## config.mk

```make
export PLATFORM = sky130hd
export DESIGN_NAME = swd_line_reset
export DESIGN_NICKNAME = d
export VERILOG_FILES = /design/src/rtl/swd_lr_pkg.sv /design/src/rtl/swd_lr_bitclk.sv /design/src/rtl/swd_lr_seq.sv /design/src/rtl/swd_lr_capture.sv /design/src/rtl/swd_lr_drive.sv /design/src/rtl/swd_line_reset.sv
export SDC_FILE = /design/constraint.sdc
export NUM_CORES = 1
export LEC_CHECK = 0
export BUFFER_PORTS_ARGS = -buffer_cell sky130_fd_sc_hd__buf_4
export CORE_MARGIN = 2
export CORE_UTILIZATION = 50
export CTS_BUF_LIST = sky130_fd_sc_hd__clkbuf_2 sky130_fd_sc_hd__clkbuf_4 sky130_fd_sc_hd__clkbuf_8
export CTS_CLUSTER_DIAMETER = 30
export DETAILED_ROUTE_END_ITERATION = 12
export PLACE_DENSITY = 0.82
export SYNTH_ARGS = -nofsm -noshare
export SYNTH_HDL_FRONTEND = slang
export SYNTH_SLANG_ARGS = --single-unit
```

## constraint.sdc

```tcl
create_clock -name clk -period 3 [get_ports clk]
set_clock_uncertainty 0.05 [all_clocks]
set_input_delay 0.15 -clock clk [delete_from_list [all_inputs] [get_ports clk]]
set_output_delay 0.15 -clock clk [all_outputs]
set_load 0.1 [all_outputs]
```

## src/rtl/swd_lr_pkg.sv

```systemverilog
// Shared types and constants for the line reset sequencer.
// Assumes acknowledge bits are collected with the first received bit in bit 0.
package swd_lr_pkg;

    typedef enum logic [3:0] {
        PH_IDLE,
        PH_ONES_A,
        PH_MAGIC,
        PH_ONES_B,
        PH_GAP,
        PH_REQ,
        PH_TURN_A,
        PH_ACK,
        PH_DATA,
        PH_PAR,
        PH_TURN_B,
        PH_TAIL
    } lr_phase_e;

    localparam int MAGIC_BITS = 16;
    localparam int REQ_BITS   = 8;
    localparam int ACK_BITS   = 3;
    localparam int DATA_BITS  = 32;

    localparam logic [2:0] ACK_OK    = 3'b001;
    localparam logic [2:0] ACK_WAIT  = 3'b010;
    localparam logic [2:0] ACK_FAULT = 3'b100;

    localparam logic [2:0] ST_OK     = 3'd0;
    localparam logic [2:0] ST_WAIT   = 3'd1;
    localparam logic [2:0] ST_FAULT  = 3'd2;
    localparam logic [2:0] ST_NORESP = 3'd3;
    localparam logic [2:0] ST_PARITY = 3'd4;

endpackage

```

## src/rtl/swd_lr_bitclk.sv

```systemverilog
// Bit clock generator: each bit is one low half followed by one high half,
// each half lasting the half-period captured at launch (0 is treated as 1).
// Assumes launch only arrives while not running. A halt request seen at the
// end of a high half stops the clock with the line left high.
module swd_lr_bitclk #(
    parameter int HP_W = 8
) (
    input  logic            clk,
    input  logic            rst_n,
    input  logic            launch,
    input  logic [HP_W-1:0] half_period,
    input  logic            halt,
    output logic            swclk,
    output logic            sample_stb,
    output logic            bit_end
);

    logic [HP_W-1:0] hp_q;
    logic [HP_W-1:0] cnt_q;
    logic            run_q;
    logic            phase_end;

    // Last cycle of the current clock half.
    assign phase_end  = run_q && (cnt_q == (hp_q - HP_W'(1)));
    assign sample_stb = phase_end && !swclk;
    assign bit_end    = phase_end && swclk;

    // Half-period counter and clock level.
    always_ff @(posedge clk) begin
        if (!rst_n) begin
            run_q <= 1'b0;
            swclk <= 1'b1;
            cnt_q <= '0;
            hp_q  <= HP_W'(1);
        end else if (launch) begin
            run_q <= 1'b1;
            swclk <= 1'b0;
            cnt_q <= '0;
            hp_q  <= (half_period == '0) ? HP_W'(1) : half_period;
        end else if (phase_end) begin
            cnt_q <= '0;
            if (!swclk) begin
                swclk <= 1'b1;
            end else if (halt) begin
                run_q <= 1'b0;
            end else begin
                swclk <= 1'b0;
            end
        end else if (run_q) begin
            cnt_q <= cnt_q + HP_W'(1);
        end
    end

endmodule

```

## src/rtl/swd_lr_seq.sv

```systemverilog
// Phase sequencer: walks the switch pattern, idle, request, turnaround,
// acknowledge and (on OK) data, parity, turnaround and trailing idle.
// Assumes bit_end pulses once per bit and ack is complete by the end of
// the last acknowledge bit.
module swd_lr_seq
    import swd_lr_pkg::*;
#(
    parameter int ONES_BITS = 64,
    parameter int GAP_BITS  = 8,
    parameter int CNT_W     = 7
) (
    input  logic             clk,
    input  logic             rst_n,
    input  logic             start,
    input  logic             bit_end,
    input  logic [2:0]       ack,
    output logic             launch,
    output logic             halt,
    output logic             finishing,
    output logic             busy,
    output logic             err_path,
    output lr_phase_e        phase,
    output logic [CNT_W-1:0] bitcnt
);

    int        phase_len;
    logic      last_bit;
    lr_phase_e next_phase;

    // Number of bits in the current phase.
    always_comb begin
        case (phase)
            PH_ONES_A, PH_ONES_B: phase_len = ONES_BITS;
            PH_MAGIC:             phase_len = MAGIC_BITS;
            PH_GAP, PH_TAIL:      phase_len = GAP_BITS;
            PH_REQ:               phase_len = REQ_BITS;
            PH_ACK:               phase_len = ACK_BITS;
            PH_DATA:              phase_len = DATA_BITS;
            default:              phase_len = 1;
        endcase
    end

    assign last_bit = (bitcnt == CNT_W'(phase_len - 1));

    // Successor phase once the current one is exhausted.
    always_comb begin
        case (phase)
            PH_ONES_A: next_phase = PH_MAGIC;
            PH_MAGIC:  next_phase = PH_ONES_B;
            PH_ONES_B: next_phase = PH_GAP;
            PH_GAP:    next_phase = PH_REQ;
            PH_REQ:    next_phase = PH_TURN_A;
            PH_TURN_A: next_phase = PH_ACK;
            PH_ACK:    next_phase = (ack == ACK_OK) ? PH_DATA : PH_TURN_B;
            PH_DATA:   next_phase = PH_PAR;
            PH_PAR:    next_phase = PH_TURN_B;
            PH_TURN_B: next_phase = PH_TAIL;
            default:   next_phase = PH_IDLE;
        endcase
    end

    assign launch    = (phase == PH_IDLE) && start;
    assign busy      = (phase != PH_IDLE);
    assign halt      = ((phase == PH_TURN_B) && err_path) ||
                       ((phase == PH_TAIL) && last_bit);
    assign finishing = bit_end && halt;

    // Phase, bit index and error-path flag.
    always_ff @(posedge clk) begin
        if (!rst_n) begin
            phase    <= PH_IDLE;
            bitcnt   <= '0;
            err_path <= 1'b0;
        end else if (phase == PH_IDLE) begin
            if (start) begin
                phase    <= PH_ONES_A;
                bitcnt   <= '0;
                err_path <= 1'b0;
            end
        end else if (bit_end) begin
            if (halt) begin
                phase  <= PH_IDLE;
                bitcnt <= '0;
            end else if (last_bit) begin
                phase  <= next_phase;
                bitcnt <= '0;
                if (phase == PH_ACK) begin
                    err_path <= (ack != ACK_OK);
                end
            end else begin
                bitcnt <= bitcnt + CNT_W'(1);
            end
        end
    end

endmodule

```

## src/rtl/swd_lr_capture.sv

```systemverilog
// Receive shifters: collect acknowledge, data and parity bits, first bit
// received landing in bit 0. Assumes sample_stb marks the last cycle of a
// low clock half, when the target's bit is stable.
module swd_lr_capture
    import swd_lr_pkg::*;
(
    input  logic                 clk,
    input  logic                 rst_n,
    input  logic                 launch,
    input  logic                 sample_stb,
    input  lr_phase_e            phase,
    input  logic                 swdio_in,
    output logic [ACK_BITS-1:0]  ack,
    output logic [DATA_BITS-1:0] data,
    output logic                 par
);

    // Shift the sampled line into the field for the current phase.
    always_ff @(posedge clk) begin
        if (!rst_n || launch) begin
            ack  <= '0;
            data <= '0;
            par  <= 1'b0;
        end else if (sample_stb) begin
            case (phase)
                PH_ACK:  ack  <= {swdio_in, ack[ACK_BITS-1:1]};
                PH_DATA: data <= {swdio_in, data[DATA_BITS-1:1]};
                PH_PAR:  par  <= swdio_in;
                default: ;
            endcase
        end
    end

endmodule

```

## src/rtl/swd_lr_drive.sv

```systemverilog
// Output decoder: derives the driven data value and enable from the phase
// and bit index, so no pattern storage is needed. Assumes phase and bitcnt
// change only at falling clock edges.
module swd_lr_drive
    import swd_lr_pkg::*;
#(
    parameter logic [MAGIC_BITS-1:0] SWITCH_PAT = 16'hE79E,
    parameter logic [REQ_BITS-1:0]   ID_REQ     = 8'hA5,
    parameter int                    CNT_W      = 7
) (
    input  lr_phase_e        phase,
    input  logic [CNT_W-1:0] bitcnt,
    output logic             swdio_out,
    output logic             swdio_oe
);

    logic magic_bit;
    logic req_bit;

    assign magic_bit = ((SWITCH_PAT >> bitcnt) & MAGIC_BITS'(1)) != '0;
    assign req_bit   = ((ID_REQ >> bitcnt) & REQ_BITS'(1)) != '0;

    // Per-phase line value and drive enable.
    always_comb begin
        swdio_out = 1'b1;
        swdio_oe  = 1'b0;
        case (phase)
            PH_ONES_A, PH_ONES_B: begin
                swdio_out = 1'b1;
                swdio_oe  = 1'b1;
            end
            PH_MAGIC: begin
                swdio_out = magic_bit;
                swdio_oe  = 1'b1;
            end
            PH_GAP, PH_TAIL: begin
                swdio_out = 1'b0;
                swdio_oe  = 1'b1;
            end
            PH_REQ: begin
                swdio_out = req_bit;
                swdio_oe  = 1'b1;
            end
            default: ;
        endcase
    end

endmodule

```

## src/rtl/swd_line_reset.sv

```systemverilog
// Top of the serial-wire line reset and connect sequencer. On start it
// clocks out the switch pattern, idle bits and the identification request,
// then reads the acknowledge, data and parity and reports a status.
// Assumes the target drives swdio_in stable before each rising clock edge.
module swd_line_reset
    import swd_lr_pkg::*;
#(
    parameter int                    HP_W       = 8,
    parameter int                    ONES_BITS  = 64,
    parameter int                    GAP_BITS   = 8,
    parameter logic [MAGIC_BITS-1:0] SWITCH_PAT = 16'hE79E,
    parameter logic [REQ_BITS-1:0]   ID_REQ     = 8'hA5
) (
    input  logic            clk,
    input  logic            rst_n,
    input  logic            start,
    input  logic [HP_W-1:0] half_period,
    input  logic            swdio_in,
    output logic            swclk,
    output logic            swdio_out,
    output logic            swdio_oe,
    output logic            busy,
    output logic            done,
    output logic [31:0]     id_value,
    output logic [2:0]      status
);

    localparam int LEN_A = (ONES_BITS > DATA_BITS) ? ONES_BITS : DATA_BITS;
    localparam int LEN_M = (LEN_A > GAP_BITS) ? LEN_A : GAP_BITS;
    localparam int CNT_W = $clog2(LEN_M) + 1;

    logic                 launch;
    logic                 halt;
    logic                 finishing;
    logic                 err_path;
    logic                 sample_stb;
    logic                 bit_end;
    lr_phase_e            phase;
    logic [CNT_W-1:0]     bitcnt;
    logic [ACK_BITS-1:0]  ack;
    logic [DATA_BITS-1:0] data;
    logic                 par;

    swd_lr_bitclk #(.HP_W(HP_W)) u_bitclk (
        .clk        (clk),
        .rst_n      (rst_n),
        .launch     (launch),
        .half_period(half_period),
        .halt       (halt),
        .swclk      (swclk),
        .sample_stb (sample_stb),
        .bit_end    (bit_end)
    );

    swd_lr_seq #(
        .ONES_BITS(ONES_BITS),
        .GAP_BITS (GAP_BITS),
        .CNT_W    (CNT_W)
    ) u_seq (
        .clk      (clk),
        .rst_n    (rst_n),
        .start    (start),
        .bit_end  (bit_end),
        .ack      (ack),
        .launch   (launch),
        .halt     (halt),
        .finishing(finishing),
        .busy     (busy),
        .err_path (err_path),
        .phase    (phase),
        .bitcnt   (bitcnt)
    );

    swd_lr_capture u_capture (
        .clk       (clk),
        .rst_n     (rst_n),
        .launch    (launch),
        .sample_stb(sample_stb),
        .phase     (phase),
        .swdio_in  (swdio_in),
        .ack       (ack),
        .data      (data),
        .par       (par)
    );

    swd_lr_drive #(
        .SWITCH_PAT(SWITCH_PAT),
        .ID_REQ    (ID_REQ),
        .CNT_W     (CNT_W)
    ) u_drive (
        .phase    (phase),
        .bitcnt   (bitcnt),
        .swdio_out(swdio_out),
        .swdio_oe (swdio_oe)
    );

    // Completion pulse and result registers, updated at the last bit.
    always_ff @(posedge clk) begin
        if (!rst_n) begin
            done     <= 1'b0;
            status   <= ST_NORESP;
            id_value <= '0;
        end else begin
            done <= finishing;
            if (finishing) begin
                if (err_path) begin
                    id_value <= '0;
                    case (ack)
                        ACK_WAIT:  status <= ST_WAIT;
                        ACK_FAULT: status <= ST_FAULT;
                        default:   status <= ST_NORESP;
                    endcase
                end else if ((^data) ^ par) begin
                    id_value <= '0;
                    status   <= ST_PARITY;
                end else begin
                    id_value <= data;
                    status   <= ST_OK;
                end
            end
        end
    end

endmodule

```

## Word level (Yosys, flattened, before mapping)

Memory sizes are Yosys's and may differ from the RTL's. A register that Yosys moved wholly into a read port is not among the register bits.
Index checks and enable logic that the tools add are counted.

- ROM bits: 96
- Output and inout port bits: 40
- Memories kept: 1
- Flip-flop bits (word level): 102
- Bits of input ports: 12

- Shift operators: 2
- Muxes and demuxes: 36
- Eq/ne operators: 19
- Bitwise logic cells: 2
- Reduce and logical (&&, ||, !) cells: 32
- $add $sub $neg: 4

Memory list:

| memory | depth | width | rd ports | clocked after Yosys merged registers in | wr ports | RTL line | RTL |
|---|---|---|---|---|---|---|---|
| (no name shown) | 16 | 6 | 1 | 1 | 0 | swd_lr_seq.sv:32 | `case (phase)` |

Operators with widths:

| cell | count |
|---|---|
| 32-bit 2-to-1 mux | 2 |
| 4-bit one-hot mux with 10 select lines | 1 |
| 7-bit 2-to-1 mux | 5 |
| 32-bit XOR reduction | 1 |
| 4-bit 2-to-1 mux | 7 |
| 4-bit by 3-bit equality test with 1-bit output, second input constant | 4 |
| 4-bit equality test, second input constant | 4 |
| 16-bit by 7-bit right shift with 1-bit output, first input constant | 1 |
| 1-bit 2-to-1 mux | 15 |
| 2-bit nonzero test | 6 |
| 8-bit by 1-bit adder with 8-bit output, second input constant | 1 |
| 4-bit by 2-bit equality test with 1-bit output, second input constant | 2 |
| 8-bit equality test | 1 |
| 8-bit zero test | 1 |
| 8-bit 2-to-1 mux | 1 |
| 2-bit AND reduction | 4 |
| 8-bit by 7-bit right shift with 1-bit output, first input constant | 1 |
| 8-bit by 1-bit subtractor with 8-bit output, second input constant | 1 |
| 7-bit by 1-bit adder with 7-bit output, second input constant | 1 |
| 7-bit equality test | 1 |
| 1-bit logical AND | 7 |
| 7-bit by 2-bit subtractor with 7-bit output, second input constant | 1 |
| 3-bit 2-to-1 mux | 2 |
| 3-bit AND reduction | 2 |
| 20 further kinds | 23 |

## Logic depth before layout (Yosys ltp)

Gate-level depths: netlist (run 1).

- Depth in word-level cells: 9
- Gate-level depth with buffers: 16
- Gate-level depth less buffers: 14

## By module

From an unflattened synthesis (run 1), not the netlist that was laid out.

- Cell total of the unflattened synthesis: 511
- Area total of the unflattened synthesis: 5153.7 sq um

By module, submodules not included:

| module | area an instance (sq um) | cells an instance | instances | sequential area each (sq um) |
|---|---|---|---|---|
| swd_line_reset | 1472.7 | 120 | 1 | 720.7 |
| swd_lr_capture | 1337.5 | 123 | 1 | 720.7 |
| swd_lr_seq | 1158.6 | 129 | 1 | 360.3 |
| swd_lr_bitclk | 1033.5 | 114 | 1 | 360.3 |
| swd_lr_drive | 151.4 | 25 | 1 | 0.0 |

## Least setup slack after synthesis (run 1)

OpenSTA, ideal clock, no wires.

- Path kind: flip-flop to flip-flop
- Start point: register, netlist name u_seq.phase_len[0]
- End point: register, netlist name u_seq.phase_len[0]
- Arrival: 2.824 ns
- Stages on the path, launching flop included: 13
- Path slack: 0.007 ns
- Setup time: 0.119 ns
- Cell sequence: dfxtp_1 inv_1 ha_1 ha_1 xnor2_1 nor4_1 nand4_1 a2111oi_2 and4b_1 o22ai_2 inv_1 ha_1 o221a_2

- Cells in the longest elaborated chain, start to end: 9

Ends and longest elaborated chain:

| what | RTL line | RTL |
|---|---|---|
| 7-bit by 2-bit subtractor with 7-bit output * | swd_lr_seq.sv:43 | `assign last_bit = (bitcnt == CNT_W'(phase_len - 1));` |
| 7-bit equality test * | swd_lr_seq.sv:43 |  |
| 1-bit logical AND | swd_lr_seq.sv:65 | `((phase == PH_TAIL) && last_bit);` |
| 1-bit logical OR | swd_lr_seq.sv:64 | `assign halt = ((phase == PH_TURN_B) && err_path) \|\|` |
| 4-bit 2-to-1 mux | swd_lr_seq.sv:81 | `if (halt) begin` |
| 4-bit 2-to-1 mux | swd_lr_seq.sv:80 | `end else if (bit_end) begin` |
| 4-bit 2-to-1 mux | swd_lr_seq.sv:74 | `end else if (phase == PH_IDLE) begin` |
| 4-bit 2-to-1 mux (no source line) * (2 in a row) | -- |  |

Every way passes the cells marked *; elsewhere a longest branch is shown, timed or not. The select of a mux whose other input is x is not followed.
A chain may end at the register's enable or synchronous reset.

## Final worst setup path (run 1)

- Start point: register u_bitclk.hp_q[0]
- End point: register, netlist name u_seq.phase_len[0]

- Cells in the longest elaborated chain, start to end: 8

Ends and longest elaborated chain:

| what | RTL line | RTL |
|---|---|---|
| start, declared | swd_lr_bitclk.sv:18 | `logic [HP_W-1:0] hp_q;` |
| start signal, assigned | swd_lr_bitclk.sv:39 | `hp_q <= (half_period == '0) ? HP_W'(1) : half_period;` |
| 8-bit by 1-bit subtractor with 8-bit output | swd_lr_bitclk.sv:24 | `assign phase_end = run_q && (cnt_q == (hp_q - HP_W'(1)));` |
| 8-bit equality test | swd_lr_bitclk.sv:24 |  |
| 1-bit logical AND | swd_lr_bitclk.sv:24 |  |
| 1-bit logical AND | swd_lr_bitclk.sv:26 | `assign bit_end = phase_end && swclk;` |
| 2-bit nonzero test (no source line) | -- |  |
| 3-bit AND reduction (no source line) | -- |  |
| 4-bit 2-to-1 mux (no source line) (2 in a row) | -- |  |

No other way between the ends.

==> results.tsv, run 1 <==
metric	value	unit
sequential fraction of the synthesis area	43.4	%
max cap viols	0	
number of synthesized flops with an enable pin	0	
Cell Area, Synth	4990	sq um
final instance area	6050	sq um
Initial Util	51.3	%
Root Buffer	clkbuf_8	
Non-Filler Instances	735	
layout cells sized above 1	21.9	%
sequential fraction of design power	46.2	%
row count	36	
Die Area	10800	sq um
pwr dens	556	nW/um^2
Setup CP Type	reg2reg	
largest net degree at the start of global routing	37	
Worst Hold Class	in2reg	
clock sinks	108	
Synth Warn #	0	
Placer Congestion	0.838	
vias post-DR	4048	
Critical Path AT	3060	ps
met2 WL	5.38	mm
WL met3	439	um
Die Ht	104	um
Crit Path Max Fanout	10	
number of I/O port buffers	51	
NumNets Final	616	
width of the die	104	um
Reg clk slew, reported paths	110	ps
predominant post-synthesis flop cell	dfxtp_1	
GRT Residual Overflow	0	
Placed Cells	701	
CTS buffer count	9	
WL final	11.1	mm
final setup fails	0	
Netlist cell types	63	
core outline area	9730	sq um
run status	completed	
Post-Syn Nets	542	
Clk network pwr share	27.8	%
Psw	1.17	mW
top sig layer	met4	
maximum clock frequency	354	MHz
IO Count	52	
gr usage total	20.5	%
Async SR Flop Fraction	0	%
final setup margin	174	ps
Final Cycle Share	94.2	%
first-pass GRT wire length	18.5	mm
DR pass1 iterations	5	
Diodes inserted	0	
DRC	0	
vias in the first global route	3914	
Fin. Hold Viols	0	
final number of max-transition violations	0	
dpl ws	-121	ps
Final Util	62.2	%
#FFs+latches synth	108	
depth of the CTS H-tree	3	
Leak Pwr	2.64	nW
total power	3.37	mW
worst skew pair latency	390	ps
wire per inst	15.1	um
Worst-Margin Slew	635	ps
Clock Path Buffers	2	
Syn Area/Cell	9.54	sq um
RSZ-0062 raised after global routing	no	
Final ANT Viol Nets	0	
Int Pwr	2.20	mW
Area growth syn-to-layout	21.4	%
Comb power frac	26.0	%
CTS tree	yes	
crit end category	flop	
Slew Limit Headroom	57.6	%
switching part of the total	34.8	%
# fillers	780	
post-DP HPWL	7.44	mm
Crit path required time	3230	ps
Syn Inst Count	523	
M1 WL	5.05	mm
startpoint types	flop	
Placement Cell Area	5560	sq um
maximum vdd drop	0.346	mV
DRT iter0 DRCs	250	
initial antenna violation count	0	
Vias/cell	5.51	
fin crit period	2830	ps
-- per-layer routing --
layer,global-route usage [%],up-vias
met5,0,-
met4,7.34,0
met3,3.82,20
met2,35.3,105
met1,25.8,1956
li1,-,1967
-- logic make-up after synthesis --
family	share of synthesized area (%)
mux	8.15
simple gates	17.5
compound gates	13.3
buf+inv	4.49
flops	43.4
fa+ha+maj	1.76
xor+xnor	11.4
-- final cells by class --
cell class	instances	area [sq um]	area share, %
Clock inverter	7	88.8	1.47
Clock buffer	9	124	2.05
Timing Repair Buffer	93	788	13.0
Inverter	15	56.3	0.930
Sequential cell	108	2160	35.8
Multi-Input combinational cell	370	2670	44.0
Tap cell	133	166	2.75
-- sequential cells by signal, summed over array words and instances (netlist names), 3 cells and up --
register / count
id_value: 32
u_capture.data: 32
u_bitclk.cnt_q: 8
u_bitclk.hp_q: 8
u_seq.bitcnt: 7
u_seq.phase_len: 6
u_seq.phase: 4
status: 3
u_capture.ack: 3
-- cell usage after synthesis, types with 2 or more instances --
| library cell | instances | share of area (%) |
|---|---|---|
| a21oi_1 | 20 | 2.0 |
| a22o_1 | 32 | 5.6 |
| a31oi_1 | 2 | 0.25 |
| a41oi_1 | 2 | 0.35 |
| and2_1 | 2 | 0.25 |
| and3_1 | 5 | 0.63 |
| and4_1 | 2 | 0.35 |
| buf_2 | 8 | 0.80 |
| buf_4 | 4 | 0.60 |
| buf_6 | 4 | 0.90 |
| clkbuf_1 | 14 | 1.1 |
| dfxtp_1 | 108 | 43 |
| ha_1 | 7 | 1.8 |
| inv_1 | 14 | 1.1 |
| mux2i_1 | 38 | 7.6 |
| nand2_1 | 40 | 3.0 |
| nand2b_1 | 6 | 0.75 |
| nand3_1 | 5 | 0.50 |
| nand3b_1 | 2 | 0.30 |
| nand4_1 | 5 | 0.63 |
| nor2_1 | 66 | 5.0 |
| nor2b_1 | 2 | 0.25 |
| nor3_1 | 8 | 0.80 |
| nor3b_1 | 3 | 0.45 |
| nor4_1 | 5 | 0.63 |
| nor4_4 | 2 | 0.85 |
| o211ai_1 | 2 | 0.30 |
| o21ai_0 | 9 | 0.90 |
| o21ai_1 | 2 | 0.20 |
| o22ai_1 | 4 | 0.50 |
| o311ai_0 | 2 | 0.35 |
| or2_2 | 2 | 0.25 |
| or3_1 | 3 | 0.38 |
| xnor2_1 | 46 | 8.1 |
| xor2_1 | 19 | 3.3 |
-- worst paths after layout --
check                                           to  slack, ps  cells after the start             start
worst min-delay path              u_bitclk.hp_q[0]         60                      3    half_period[0]
worst max-delay path            u_seq.phase_len[0]        170                     12  u_bitclk.hp_q[0]
worst min register to register    u_bitclk.hp_q[7]        430                      2  u_bitclk.hp_q[7]
worst max register to register  u_seq.phase_len[0]        170                     12  u_bitclk.hp_q[0]
-- worst max-delay path: stages (launching register included) --
cell and delay, ps:
dfxtp_1 350, inv_1 60, ha_2 240, o21bai_1 170
a211oi_1 250, o21ai_1 160, a211oi_4 290, buf_6 190
and4b_1 230, o22ai_2 80, buf_4 150, or3_1 380
o221a_2 130
-- cell usage in the layout, fill, tap and decap left out, types with 3 or more instances in the layout --
master and count:
or3_1 3, o21ai_0 9, buf_4 75, o22ai_1 4, nand3_1 5, inv_2 3
nor3b_1 3, xnor2_1 45, inv_1 12, a21oi_1 20, nand4_1 5, mux2i_1 38
inv_8 5, nor2_1 66, nand2b_1 5, buf_6 4, nor4_1 4, ha_1 4
dlygate4sd3_1 9, nand2_1 39, nor3_1 8, clkbuf_8 9, a22o_1 32, dfxtp_1 106
xor2_1 19, and3_1 4
-- timing repair --
| item | in CTS | in global routing |
|---|---|---|
| hold endpoints to repair | 12 | 0 |
| buffers inserted | 0 | 5 |
| pin swaps | 6 | 9 |
| gates resized for setup | 6 | 18 |
| hold buffers | 9 | 0 |
| cloned | 1 | 3 |
| endpoints found under the setup margin | 34 | 47 |
-- stage by stage --
step	setup TNS (ps)	hold slack (ps)
after global routing	0	55.9
final	0	57.0
after global placement	0	357
after detailed placement	-1390	371
after floorplan	0	236
after CTS	0	31.5
-- power groups by stage --
stage               clock network (mW)  registers, mW  logic, mW
detailed placement                   0           1.58      0.799
CTS                              0.951           1.55      0.816
global placement                     0           1.58      0.778
floorplan                            0           1.58      0.575
global route                      1.01           1.56      0.944
finish                           0.936           1.56      0.876
Note: power is estimated with default switching activity, not from simulation.
==> inputs of run 2 (changes only) <==
--- a/config.mk
+++ b/config.mk
@@ -11,7 +11,7 @@
 export CTS_BUF_LIST = sky130_fd_sc_hd__clkbuf_2 sky130_fd_sc_hd__clkbuf_4 sky130_fd_sc_hd__clkbuf_8
 export CTS_CLUSTER_DIAMETER = 30
 export DETAILED_ROUTE_END_ITERATION = 12
-export PLACE_DENSITY = 0.82
+export PLACE_DENSITY = 0.73
 export SYNTH_ARGS = -nofsm -noshare
 export SYNTH_HDL_FRONTEND = slang
 export SYNTH_SLANG_ARGS = --single-unit
==> results.tsv, run 2 (synthesized netlist as in run 1, its figures left out) <==
metric	value	unit	change
Fin. Hold Viols	0		unchanged
total power	3.28	mW	-2.6%
number of I/O port buffers	51		unchanged
initial antenna violation count	0		unchanged
Crit Path Max Fanout	3		-7
NumNets Final	610		-0.97%
CP max stage cell	dfxtp_2		
vias post-DR	3888		-4.0%
Final Cycle Share	96.6	%	+2.4 points
Initial Util	51.3	%	unchanged
startpoint types	flop		
Crit path required time	3200	ps	-30 ps
wire per inst	14.8	um	-1.5%
Reg clk slew, reported paths	90	ps	-20 ps
switching part of the total	32.8	%	-2.0 points
IO Count	52		unchanged
Int Pwr	2.21	mW	+0.48%
layout cells sized above 1	20.5	%	-1.4 points
CTS buffer count	9		unchanged
CTS tree	yes		
first-pass GRT wire length	17.9	mm	-3.6%
DRC	0		unchanged
vias in the first global route	3798		-3.0%
WL final	10.8	mm	-2.5%
CP bufs+invs	2		-1
commonest non-fill, non-tap cell in the layout	dfxtp_1		
run status	completed		
Slew Limit Headroom	59.7	%	+2.1 points
final number of max-transition violations	0		unchanged
Die Area	10800	sq um	unchanged
Worst-Margin Slew	604	ps	-31.6 ps
pwr dens	553	nW/um^2	-0.62%
Area growth syn-to-layout	19.0	%	
Clk network pwr share	27.2	%	-0.6 points
core outline area	9730	sq um	unchanged
final setup margin	101	ps	-73.1 ps
Leak Pwr	2.58	nW	-2.3%
crit end category	flop		
DRT iter0 DRCs	188		-25%
worst skew pair latency	370	ps	-20 ps
CP Cell Sequence	inv_1 > ha_2 > ha_4 > xnor2_1 > nor4_1 > nand4_1 > buf_4 > mux2i_1 > and3_4 > nor4b_2 > o21ai_2 > ha_1 > o221a_2		
Vias/cell	5.34		-3.0%
CP top delay family	simple AND/OR/NAND/NOR gates		
max cap viols	0		unchanged
critical path's largest stage delay	340	ps	-40 ps
width of the die	104	um	unchanged
Root Buffer	clkbuf_8		
dpl ws	-85.9	ps	+34.8 ps
Placer Congestion	0.905		+8.0%
DR pass1 iterations	4		-1
clock sinks	108		unchanged
Clock Path Buffers	2		unchanged
maximum vdd drop	0.308	mV	-11%
maximum clock frequency	345	MHz	-2.5%
Regs by FF count	id_value x32, u_capture.data x32		
sequential fraction of design power	47.4	%	+1.2 points
depth of the CTS H-tree	3		unchanged
gr usage total	20.0	%	-0.49 points
Final ANT Viol Nets	0		unchanged
commonest non-fill, non-tap cells in the layout	dfxtp_1, buf_4, nor2_1		
Worst Hold Class	in2reg		
Comb power frac	25.4	%	-0.6 points
Critical Path AT	3100	ps	+40 ps
row count	36		unchanged
largest net degree at the start of global routing	37		unchanged
Psw	1.08	mW	-8.2%
Diodes inserted	0		unchanged
fin crit period	2900	ps	+73.1 ps
Setup CP Type	reg2reg		
final setup fails	0		unchanged
post-DP HPWL	7.40	mm	-0.54%
Die Ht	104	um	unchanged
GRT Residual Overflow	0		unchanged
==> run 2: cell count changes in the layout (fill, tap and decap cells not counted), sizes merged <==
| cell | delta |
|---|---|
| inv | -3 |
| buf | -4 |
| clkinvlp | +1 |
| clkbuf | -2 |
| bufinv | +1 |
==> run 2: final cells by class <==
class | instances | area (sq um)
Clock inverter | 6 | 68.8
Fill cell | 834 | 3790
Clock buffer | 9 | 124
Inverter | 15 | 56.3
Sequential cell | 108 | 2160
Timing Repair Buffer | 87 | 701
Tap cell | 133 | 166
Multi-Input combinational cell | 370 | 2660
==> run 2: per-stage QoR <==
stage | std cells | instance area (sq um) | TNS [ps] | util [%] | hold WS (ps)
floorplan | 523 | 4990 | 0 | - | 236
global placement | 699 | 5540 | 0 | 57.0 | 357
detailed placement | 699 | 5540 | -476 | 57.0 | 367
CTS | 723 | 5830 | 0 | 59.9 | 47.1
global route | 728 | 5940 | -198 | 61.0 | 60.8
finish | 728 | 5940 | 0 | 61.0 | 56.4
==> run 2: power by group through the flow <==
stage	Sequential (mW)	Clock (mW)	Combinational (mW)
floorplan	1.58	0	0.575
global placement	1.58	0	0.761
detailed placement	1.59	0	0.782
CTS	1.55	0.903	0.797
global route	1.57	0.958	0.902
finish	1.55	0.892	0.835
==> run 2: repair_timing <==
item	in CTS	in global routing
hold buffers	9	0
cloned	0	1
setup endpoints to repair	34	50
hold endpoints to repair	10	0
setup buffers	0	4
pin swaps	3	11
resized for setup	2	12
==> run 2: path summary, 6_finish.rpt <==
path	start	end	slack [ps]	cells past startpoint
min reg2reg	u_capture.par	u_capture.par	430	2
max	u_seq.phase_len[1]	u_seq.phase_len[0]	100	13
max reg2reg	u_seq.phase_len[1]	u_seq.phase_len[0]	100	13
min	half_period[0]	u_bitclk.hp_q[0]	60	3
==> run 2: per-layer routing <==
layer  GRT usage [%]  routed length [um]  vias to the layer above
met5               0                   0                        -
met4            7.24                 113                        0
met3            3.95                 451                        7
met2            34.0                5260                       81
met1            25.4                4960                     1859
li1                -                   -                     1941
==> run 2: worst register-to-register path, delay by kind of cell, from the launching register on <==
family	cells	cell delay (ps)
DFF	1	340
buffers and inverters	2	260
adders and majority gates	3	700
xor gates and xnor gates	1	110
and+or+nand+nor	4	750
muxes	1	140
AOI/OAI and AO/OA	2	440
==> inputs of run 3 (changes only) <==
--- a/config.mk
+++ b/config.mk
@@ -5,13 +5,14 @@
 export SDC_FILE = /design/constraint.sdc
 export NUM_CORES = 1
 export LEC_CHECK = 0
-export BUFFER_PORTS_ARGS = -buffer_cell sky130_fd_sc_hd__buf_4
+export CAP_MARGIN = 20
 export CORE_MARGIN = 2
 export CORE_UTILIZATION = 50
 export CTS_BUF_LIST = sky130_fd_sc_hd__clkbuf_2 sky130_fd_sc_hd__clkbuf_4 sky130_fd_sc_hd__clkbuf_8
 export CTS_CLUSTER_DIAMETER = 30
 export DETAILED_ROUTE_END_ITERATION = 12
-export PLACE_DENSITY = 0.73
+export DONT_BUFFER_PORTS = 1
+export PLACE_DENSITY = 0.66
 export SYNTH_ARGS = -nofsm -noshare
 export SYNTH_HDL_FRONTEND = slang
 export SYNTH_SLANG_ARGS = --single-unit
==> constraint.sdc (replaced) <==
create_clock -name clk -period 2.9 [get_ports clk]
set_clock_uncertainty 0.05 [all_clocks]
set_input_delay 0.145 -clock clk [delete_from_list [all_inputs] [get_ports clk]]
set_output_delay 0.145 -clock clk [all_outputs]
set_load 0.1 [all_outputs]
==> results.tsv, run 3 (synthesized netlist as in run 1, its figures left out) <==
metric	value	unit	change
Slew Limit Headroom	37.6	%	-22 points
Worst Hold Class	in2reg		
clock sinks	108		unchanged
GRT Residual Overflow	0		unchanged
Diodes inserted	0		unchanged
Clk network pwr share	26.3	%	-0.9 points
Leak Pwr	2.58	nW	+0.32%
depth of the CTS H-tree	3		unchanged
WL final	10.8	mm	-0.32%
max cap viols	0		unchanged
Hold Crit Start	rst_n		
pwr dens	581	nW/um^2	+5.2%
Final ANT Viol Nets	0		unchanged
run status	completed		
Critical Path AT	3070	ps	-30 ps
initial antenna violation count	0		unchanged
Initial Util	51.3	%	unchanged
number of I/O port buffers	0		-100%
worst skew pair latency	370	ps	about the same
post-DP HPWL	7.01	mm	-5.3%
startpoint types	flop		
gr usage total	19.5	%	-0.54 points
Fin. Hold Viols	0		unchanged
switching part of the total	33.9	%	+1.2 points
IO Count	52		unchanged
width of the die	104	um	unchanged
Area growth syn-to-layout	21.0	%	
Final Cycle Share	98.1	%	+1.5 points
Regs by FF count	id_value x32, u_capture.data x32		
first-pass GRT wire length	17.5	mm	-2.2%
crit end category	flop		
Root Buffer	clkbuf_8		
DRT iter0 DRCs	208		+11%
hold depth	3		unchanged
worst hold slack	26.3	ps	-30.2 ps
maximum clock frequency	351	MHz	+1.9%
final number of max-transition violations	0		unchanged
Crit Path Max Fanout	3		unchanged
Worst-Margin Slew	935	ps	+331 ps
vias in the first global route	3652		-3.8%
sequential fraction of design power	45.9	%	-1.5 points
maximum vdd drop	0.240	mV	-22%
largest net degree at the start of global routing	37		unchanged
vias post-DR	3917		+0.75%
Clock Path Buffers	2		unchanged
row count	36		unchanged
CP top delay family	compound AO/OA/AOI/OAI gates		
final setup fails	0		unchanged
commonest non-fill, non-tap cells in the layout	dfxtp_1, nor2_1, buf_4		
Int Pwr	2.32	mW	+5.1%
R2R Path End	u_seq.phase_len[0]		
CTS buffer count	9		unchanged
CP Cell Sequence	inv_2 > ha_4 > ha_4 > xnor2_2 > nor4_2 > nand4_1 > buf_4 > a2111oi_4 > and4b_1 > o22ai_2 > inv_2 > ha_4 > o221a_4		
Setup CP Type	reg2reg		
DR pass1 iterations	4		unchanged
critical path's largest stage delay	350	ps	about the same
wire per inst	14.9	um	+0.50%
core outline area	9730	sq um	unchanged
Crit path required time	3120	ps	-80 ps
R2R setup slack	50	ps	-50 ps
Placer Congestion	0.853		-5.8%
Worst Reg-to-Reg Cells	13		unchanged
reg2reg start	u_seq.phase_len[0]		
commonest non-fill, non-tap cell in the layout	dfxtp_1		
Vias/cell	5.43		+1.6%
Comb power frac	27.7	%	+2.3 points
Worst setup startpoint	u_seq.phase_len[0]		
NumNets Final	603		-1.1%
Reg clk slew, reported paths	110	ps	+20 ps
most used cell, CP	ha_4		
fin crit period	2850	ps	-53.4 ps
Die Area	10800	sq um	unchanged
DRC	0		unchanged
CP max stage cell	dfxtp_2		
layout cells sized above 1	22.1	%	+1.6 points
CP bufs+invs	3		+1
Psw	1.19	mW	+11%
Die Ht	104	um	unchanged
setup TNS	0	ps	unchanged
CTS tree	yes		
Hold Path End	u_seq.phase[2]		
[run 3: changes by cell type in the layout (fill, tap and decap cells not counted), sizes merged]
cell         before  now
dlygate4sd3       9   10
clkinvlp          1    0
bufinv            1    0
buf              78   69
clkinv            1    2
clkbuf            9   11
inv              18   19
[run 3: final cells by class]
type / instances / area [sq um]
clock buffer: 10 / 138
tap: 133 / 166
sequential: 108 / 2170
multi-input combinational: 370 / 2750
clock inverter: 6 / 67.6
inverter: 15 / 56.3
fill: 836 / 3690
timing repair buffer: 80 / 692
[run 3: through the flow]
| stage | cells | util (%) | setup slack [ps] | total power, mW | instance area (sq um) |
|---|---|---|---|---|---|
| after global placement | 686 | 56.6 | 49.4 | 2.42 | 5510 |
| after detailed placement | 686 | 56.6 | -35.1 | 2.44 | 5510 |
| after floorplan | 523 | - | 7.72 | 2.24 | 5010 |
| final | 722 | 62.0 | 54.3 | 3.51 | 6040 |
| after global routing | 722 | 62.0 | -34.7 | 3.67 | 6040 |
| after CTS | 715 | 60.2 | 16.3 | 3.40 | 5860 |
[run 3: what timing repair did]
action                                  in CTS  in global routing
gates resized for setup                      5                 20
cloned                                       0                  1
hold buffers                                10                  0
setup buffers                                3                  7
pin swaps                                   10                 16
endpoints found under the setup margin       8                 73
hold endpoints to repair                    19                  0
[run 3: tightest hold or removal path, stage by stage]
cell	delay [ps]
nand2_1	50
mux2_4	170
inv_1	40
[run 3: how the worst max path moves through the flow]
stage | end | cells past startpoint | slack, ps
after floorplan | u_seq.phase_len[0] | 14 | 8
after global placement | u_seq.phase_len[0] | 12 | 50
after detailed placement | u_seq.phase_len[0] | 12 | -40
after CTS | u_seq.phase_len[0] | 12 | 20
after global routing | u_seq.phase_len[3] | 15 | -30
final | u_seq.phase_len[0] | 13 | 50
[run 3: power groups by stage]
stage          registers (mW)  clock network [mW]  logic [mW]
6_report                 1.61               0.924       0.973
3_3_place_gp             1.64                   0       0.778
4_1_cts                  1.61               0.953       0.841
2_1_floorplan            1.63                   0       0.607
3_5_place_dp             1.64                   0       0.801
5_1_grt                  1.62                1.01        1.04
[run 3: per-layer routing]
metal  wire (um)  share of wire [%]  vias up  track usage (%)
met5           0                  0        -                0
met1        4990                 46     1873             25.9
met2        5140                 48       97             31.9
li1            -                  -     1931                -
met4         133                1.2        0             5.12
met3         493                4.6       16             4.89
